[config.mk]
export PLATFORM = sky130hd
export DESIGN_NAME = buzz_pwm_gen
export DESIGN_NICKNAME = d
export VERILOG_FILES = /design/src/rtl/buzz_pkg.sv /design/src/rtl/buzz_tick_gen.sv /design/src/rtl/buzz_phase_acc.sv /design/src/rtl/buzz_pwm_gen.sv
export SDC_FILE = /design/constraint.sdc
export NUM_CORES = 1
export LEC_CHECK = 0
export BUFFER_PORTS_ARGS = -buffer_cell sky130_fd_sc_hd__buf_2
export CAP_MARGIN = 40
export CORE_ASPECT_RATIO = 0.6
export CORE_MARGIN = 3
export CORE_UTILIZATION = 62
export DETAILED_ROUTE_END_ITERATION = 6
export GPL_TIMING_DRIVEN = 1
export PLACE_DENSITY = 0.85
export SYNTH_ARGS = -nofsm -noshare
export SYNTH_HDL_FRONTEND = slang
export SYNTH_SLANG_ARGS = --single-unit
export TNS_END_PERCENT = 50
[constraint.sdc]
create_clock -name clk_i -period 4.8 [get_ports clk_i]
set_clock_uncertainty 0.05 [all_clocks]
set_input_delay 0.48 -clock clk_i [delete_from_list [all_inputs] [get_ports clk_i]]
set_output_delay 0.48 -clock clk_i [all_outputs]
set_load 0.005 [all_outputs]
[src/rtl/buzz_pkg.sv]
package buzz_pkg;

    typedef enum logic [1:0] {
        RANGE_STD  = 2'b00,
        RANGE_HALF = 2'b01,
        RANGE_DBL  = 2'b10,
        RANGE_RSVD = 2'b11
    } range_e;

    localparam int unsigned PRE_W = 2;

endpackage

[src/rtl/buzz_tick_gen.sv]
module buzz_tick_gen
    import buzz_pkg::*;
#(
    parameter int unsigned BASE_DIV = 4
) (
    input  logic   clk_i,
    input  logic   rst_i,
    input  logic   run_i,
    input  range_e range_i,
    output logic   tick_o
);
    localparam int unsigned CNT_W = (BASE_DIV > 1) ? $clog2(BASE_DIV) : 1;
    localparam logic [CNT_W-1:0] CNT_LAST = CNT_W'(BASE_DIV - 1);

    typedef struct packed {
        logic [CNT_W-1:0] div;
        logic [PRE_W-1:0] pre;
        logic             tick;
    } tick_st_t;

    tick_st_t st_d, st_q;
    logic     base_hit;
    logic     range_hit;

    always_comb begin
        st_d     = st_q;
        base_hit = (st_q.div == CNT_LAST);
        unique case (range_i)
            RANGE_DBL:  range_hit = 1'b1;
            RANGE_HALF: range_hit = (st_q.pre == {PRE_W{1'b1}});
            default:    range_hit = st_q.pre[0];
        endcase
        if (!run_i) begin
            st_d = '0;
        end else begin
            st_d.div  = base_hit ? '0 : st_q.div + 1'b1;
            st_d.pre  = base_hit ? st_q.pre + 1'b1 : st_q.pre;
            st_d.tick = base_hit && range_hit;
        end
    end

    always_ff @(posedge clk_i) begin
        if (rst_i) st_q <= '0;
        else       st_q <= st_d;
    end

    assign tick_o = st_q.tick;

endmodule

[src/rtl/buzz_phase_acc.sv]
module buzz_phase_acc #(
    parameter int unsigned PHASE_W = 16,
    parameter int unsigned CODE_W  = 8,
    parameter int unsigned OUT_W   = 7
) (
    input  logic              clk_i,
    input  logic              rst_i,
    input  logic              run_i,
    input  logic              tick_i,
    input  logic [CODE_W-1:0] code_i,
    output logic [OUT_W-1:0]  top_o
);
    typedef struct packed {
        logic [PHASE_W-1:0] phase;
    } acc_st_t;

    acc_st_t st_d, st_q;

    always_comb begin
        st_d = st_q;
        if (!run_i)      st_d.phase = '0;
        else if (tick_i) st_d.phase = st_q.phase + PHASE_W'(code_i);
    end

    always_ff @(posedge clk_i) begin
        if (rst_i) st_q <= '0;
        else       st_q <= st_d;
    end

    assign top_o = st_q.phase[PHASE_W-1 -: OUT_W];

endmodule

[src/rtl/buzz_pwm_gen.sv]
module buzz_pwm_gen
    import buzz_pkg::*;
#(
    parameter int unsigned BASE_DIV = 4,
    parameter int unsigned PHASE_W  = 16,
    parameter int unsigned FREQ_W   = 8,
    parameter int unsigned DUTY_W   = 6
) (
    input  logic              clk_i,
    input  logic              rst_i,
    input  logic [FREQ_W-1:0] f1_code_i,
    input  logic [FREQ_W-1:0] f2_code_i,
    input  logic [1:0]        range_i,
    input  logic              enable_i,
    input  logic              invert_i,
    input  logic [DUTY_W-1:0] duty_i,
    input  logic              f1_sel_i,
    input  logic              f2_sel_i,
    input  logic              powerdown_i,
    output logic              buzz_o
);
    localparam int unsigned CMP_W = DUTY_W + 1;

    typedef struct packed {
        logic out;
    } out_st_t;

    out_st_t          st_d, st_q;
    logic             run;
    logic             tick;
    logic [CMP_W-1:0] f1_top;
    logic             gate;
    logic             pwm_hi;
    logic             gate_ok;
    logic             live;

    assign run = enable_i && !powerdown_i;

    buzz_tick_gen #(
        .BASE_DIV (BASE_DIV)
    ) i_tick (
        .clk_i   (clk_i),
        .rst_i   (rst_i),
        .run_i   (run),
        .range_i (range_e'(range_i)),
        .tick_o  (tick)
    );

    buzz_phase_acc #(
        .PHASE_W (PHASE_W),
        .CODE_W  (FREQ_W),
        .OUT_W   (CMP_W)
    ) i_carrier (
        .clk_i  (clk_i),
        .rst_i  (rst_i),
        .run_i  (run),
        .tick_i (tick),
        .code_i (f1_code_i),
        .top_o  (f1_top)
    );

    buzz_phase_acc #(
        .PHASE_W (PHASE_W),
        .CODE_W  (FREQ_W),
        .OUT_W   (1)
    ) i_gate (
        .clk_i  (clk_i),
        .rst_i  (rst_i),
        .run_i  (run),
        .tick_i (tick),
        .code_i (f2_code_i),
        .top_o  (gate)
    );

    always_comb begin
        st_d    = st_q;
        pwm_hi  = (f1_top < {1'b0, duty_i});
        gate_ok = !f2_sel_i || ((f2_code_i != '0) && gate);
        live    = run && f1_sel_i && (f1_code_i != '0) && gate_ok;
        st_d.out = live ? (pwm_hi ^ invert_i) : invert_i;
    end

    always_ff @(posedge clk_i) begin
        if (rst_i) st_q <= '0;
        else       st_q <= st_d;
    end

    assign buzz_o = st_q.out;

endmodule

Word level (Yosys, flattened, before mapping)
Index checks and enable logic that the tools add are counted.
Cells by class
  add/sub/neg operators: 4
  multipliers: 0
  divide/modulo/power cells: 0
  magnitude comparators: 1
  eq/ne operators: 4
  shifts and indexed selects: 0
  mux-type cells: 2
  bitwise logic cells: 2
  reduce and logical (&&, ||, !) cells: 13
Operator list (count)
  $add 16x8->16: 2
  $reduce_bool 8->1: 2
  $lt 7x6->1: 1
  $eq 2x2->1 const B: 3
  $logic_and 1x1->1: 6
  $add 2x1->2 const B: 2
  $reduce_or 3->1: 1
  $eq 2x1->1 const B: 1
  $logic_not 1->1: 2
  $pmux 1 s2: 1
  $reduce_or 2->1: 1
  $logic_or 1x1->1: 1
  $mux 1: 1
  $not 1->1: 1
  $xor 1x1->1: 1
Word-level totals
  register bits: 38
  latch bits: 0
  RAM bits: 0
  memory bits (read-only): 0
  input port bits: 31
  word-level logic and storage cells: 32
  memories kept: 0

Longest topological paths before layout
  depth in word-level cells: 6
  depth in mapped cells: 7

Cells and area by module
From an unflattened synthesis, not the netlist that was laid out.
Second synthesis, totals
  cells, all modules: 312
  area, all modules: 2632.5 µm²
By module, submodules not included
  buzz_phase_acc (i_carrier): times used 1, cells an instance 132, area an instance 1094.8 µm², seq. area each 320.3 µm²
  buzz_phase_acc (i_gate): times used 1, cells an instance 127, area an instance 1047.3 µm², seq. area each 320.3 µm²
  buzz_pwm_gen: times used 1, cells an instance 31, area an instance 250.2 µm², seq. area each 20.0 µm²
  buzz_tick_gen: times used 1, cells an instance 22, area an instance 240.2 µm², seq. area each 100.1 µm²

Worst setup path after synthesis
No wires, ideal clock.
  path type: input to register
  from: in f2_code_i[0]
  to: reg i_gate.st_q[6] (netlist name)
  library setup time: 0.122 ns
  arrival time: 2.069 ns
  path slack: 2.559 ns
  stages on the path: 7
  path buffers: 0
  cells stage by stage: ha_1 > fa_1 > a21o_1 > a21oi_1 > o21ai_0 > nor4b_1 > a311o_1
On the way
  word-level cells in the longest chain between the ends: 1
Ends and longest elaborated chain
  from (decl): line buzz_pwm_gen.sv:12  | input logic [FREQ_W-1:0] f2_code_i,
  $add 16x8->16: line buzz_phase_acc.sv:22  | else if (tick_i) st_d.phase = st_q.phase + PHASE_W'(code_i);
  to (signal assigned): line buzz_phase_acc.sv:27  | else st_q <= st_d;
  to (decl): line buzz_phase_acc.sv:17  | acc_st_t st_d, st_q;
Every way passes these cells.
A chain may end at the register's enable or synchronous reset.

Worst setup path after layout
  from: reg i_gate.st_q[0] (netlist name)
  to: reg i_gate.st_q[6] (netlist name)
On the way
  word-level cells in the longest chain between the ends: 1
Ends and longest elaborated chain (line)
  $add 16x8->16: buzz_phase_acc.sv:22
Every way passes these cells.

==> key figures <==
Outcome
  – Status: finished clean

Critical path
  – Startpoint types: register
  – Crit-path cells: ha_1 > fa_1 > a21o_1 > a21oi_1 > o21ai_0 > nor4b_1 > a311o_1
  – Slowest stage cell, crit path: fa_1
  – Critical R2R Launch: i_gate.st_q[0]
  – Setup CP Type: reg -> reg
  – Crit-path max FO: 3
  – CP required: 4940 ps
  – Worst EP arrival: 2410 ps
  – Reg2Reg Depth: 7
  – CP Capture Type: register
  – R2R Path End: i_gate.st_q[6]
  – CP peak stage delay: 420 ps
  – FF-to-FF setup slack: 2530 ps

Synthesis
  – Cell Area, Synth: 0.00241 mm²
  – Post-synthesis sequential area ratio: 0.315
  – Post-synth top area share: 0.315
  – Cell variety after synth: 49
  – Synth Net Count: 330
  – Flops & latches, synth: 38
  – Post-synth EDFFs: 0
  – Commonest cells post-synth: dfxtp_1 (38), nor2_1 (30), ha_1 (25)
  – Post-synth top flop: dfxtp_1
  – Yosys warnings: 0
  – Post-synth top area cell: dfxtp_1
  – Largest cells by area after synthesis: dfxtp_1 (32%), ha_1 (13%), xnor2_1 (4.7%)
  – Cells after Synth: 272
  – Cell with the most instances after synthesis: dfxtp_1
  – Syn avg cell area: 8.87 µm²
  – Ys async rst share: 0

Clock network
  – CTS H-tree lvls: 2
  – # Post-CTS Setup Buffers: 0
  – Clock Sinks: 38
  – Clock slew at reported path FFs: 80 ps
  – Worst skew pair latency: 310 ps
  – # hold bufs at CTS: 0
  – CTS buffer count: 5
  – Post-CTS sizing: 0
  – CTS tree: built
  – Root buf cell: clkbuf_8
  – Maximum root-to-sink buffer count: 2

Power and ir drop
  – Net load switching power: 0.000154 W
  – Gate power share: 0.075
  – Internal Power: 0.000561 W
  – Power density over cell area: 259 mW/mm²
  – LEAKAGE: 1.20 nW
  – Clk pwr share: 0.483
  – Seq pwr share: 0.442
  – Worst IR drop on VDD: 0.206 mV
  – Switching share of power: 0.215

Drt
  – # DRC: 0
  – Drt first pass iters: 4
  – Detailed-route wire length: 5.45 mm
  – DRT iter0 DRCs: 68
  – Vias after detailed routing: 2,136
  – Antenna Nets Post-Route: 0
  – Wire per inst: 15.5 µm
  – Vias/cell: 6.09

Hold path
  – Worst Hold Class: reg -> reg
  – Hold Path Depth: 1
  – Hold Startpoint: i_tick.st_q[3]
  – Hold EP: i_tick.st_q[3]

Placed design
  – Hpwl dp: 3.87 mm
  – Setup WS pre-CTS: 2330 ps
  – GPL Wtd Cong: 0.857
  – Port bufs: 31
  – Inst Count DP: 343

Floorplan
  – Die Area: 0.00470 mm²
  – Die H: 54.3 µm
  – Die width: 86.5 µm
  – Cell Rows: 16
  – Core Area: 0.00348 mm²
  – Num ports: 32
  – Initial core utilization: 0.693

Layout
  – Nets: 363
  – Fin cells: 351
  – Util after Layout: 0.791
  – Layout area overhead: 14.3%
  – Ant. Diodes: 0
  – Share of layout cells above drive strength 1: 0.150

STA
  – Total negative setup slack: 0 ps
  – Period minus WS final: 2270 ps
  – RSZ-0062 raised after global routing: false
  – Final setup margin: 2530 ps
  – Hold Fails Final Rpt: 0
  – Max Clk Rate: 440 MHz
  – Final Cycle Share: 0.473
  – Worst slew pin tran: 654 ps
  – Relative slew slack: 0.560
  – Slew Viols, Final: 0
  – Setup violators final: 0

Global routing
  – Largest net degree at the start of global routing: 37
  – Initial antenna violation count: 0
  – Gr usage total: 0.243
  – Vias in the first global route: 1,868
  – Grt ovf: 0
  – Global-route wire length before repair: 8.74 mm

Job
  – Max-cap viol count: 0
layer usage:
metal	vias to the layer above	wire, µm	GRT usage
met4	0	80	0.0959
met1	975	2710	0.332
met5	-	0	0
met3	10	383	0.0541
met2	83	2280	0.379
li1	1068	-	-
sequential cells by signal, summed over array words and instances, names as in the netlist:
| register | count |
|---|---|
| buzz_o | 1 |
| i_gate.st_q | 16 |
| i_tick.tick_o | 1 |
| i_tick.st_q | 4 |
| i_carrier.st_q | 16 |
cell families (layout without fill, tap and decap cells):
kind of cell	after synthesis	count (layout)	synth area share
flops	38	38	0.315
mux	12	12	0.0503
fa+ha+maj	27	27	0.146
buf+inv	19	53	0.0306
compound gates	64	64	0.188
simple gates	93	93	0.200
xor+xnor	19	19	0.0690
layout by cell type, fill, tap and decap left out, types with 2 or more instances in the layout:
cell / netlist / layout
nor4_1: 2 / 2
a221oi_1: 2 / 2
nor3b_1: 3 / 3
o21ai_1: 2 / 2
fa_1: 2 / 2
nor2_1: 30 / 30
dfxtp_1: 38 / 38
a21oi_1: 14 / 14
a31oi_1: 5 / 5
xor2_1: 6 / 6
nand3_1: 7 / 7
bufinv_16: 0 / 2
nor3_1: 3 / 3
nor2b_1: 2 / 2
a21o_1: 7 / 7
a41o_1: 4 / 4
a211oi_1: 7 / 7
o22ai_1: 2 / 2
o211ai_1: 2 / 2
buf_4: 0 / 3
clkbuf_8: 0 / 6
inv_1: 11 / 11
mux2i_1: 11 / 11
nand3b_1: 2 / 2
xnor2_1: 13 / 13
buf_2: 2 / 31
or4_1: 2 / 2
ha_1: 25 / 25
or4b_1: 2 / 2
and3_1: 9 / 9
nand2b_1: 3 / 3
o21ai_0: 10 / 10
nand2_1: 16 / 16
nand4_1: 4 / 4
or3_1: 3 / 3
layout make-up:
class                   count  area [µm²]
clock inverters             2        60.1
flip-flops and latches     38         761
inverters                  11        41.3
multi-input cells         215        1580
clock buffers               6        82.6
repair buffers             34         178
fillers                   239         727
well taps                  45        56.3
power by group through the flow:
stage / Clock (W) / Sequential (W) / Combinational, W
floorplan: 0 / 0.000324 / 0.0000282
global placement: 0 / 0.000324 / 0.0000502
detailed placement: 0 / 0.000324 / 0.0000525
CTS: 0.000348 / 0.000316 / 0.0000533
global route: 0.000356 / 0.000316 / 0.0000598
finish: 0.000345 / 0.000316 / 0.0000538
worst max path at each step:
stage	from	slack (ps)	endpoint	cells after the start
after floorplan	f2_code_i[0]	2560	i_gate.st_q[6]	7
after global placement	f2_code_i[0]	2380	i_gate.st_q[6]	8
after detailed placement	f2_code_i[0]	2330	i_gate.st_q[6]	8
after CTS	i_gate.st_q[0]	2540	i_gate.st_q[6]	7
after global routing	i_gate.st_q[0]	2380	i_gate.st_q[6]	7
final	i_gate.st_q[0]	2530	i_gate.st_q[6]	7
per-stage QoR:
stage / hold WS (ps) / power (W) / instance area [µm²]
3_3_place_gp: 371 / 0.000374 / 2610
5_1_grt: 403 / 0.000732 / 2760
6_report: 385 / 0.000715 / 2760
2_1_floorplan: 354 / 0.000352 / 2410
3_5_place_dp: 372 / 0.000376 / 2610
4_1_cts: 385 / 0.000717 / 2760
critical path: cells and delay by family, from the launching register on:
kind | cells | cell delay [ps]
compound gates | 4 | 990
flops | 1 | 320
fa+ha+maj | 2 | 630
simple gates | 1 | 180
Power figures use the tool's default switching activity.
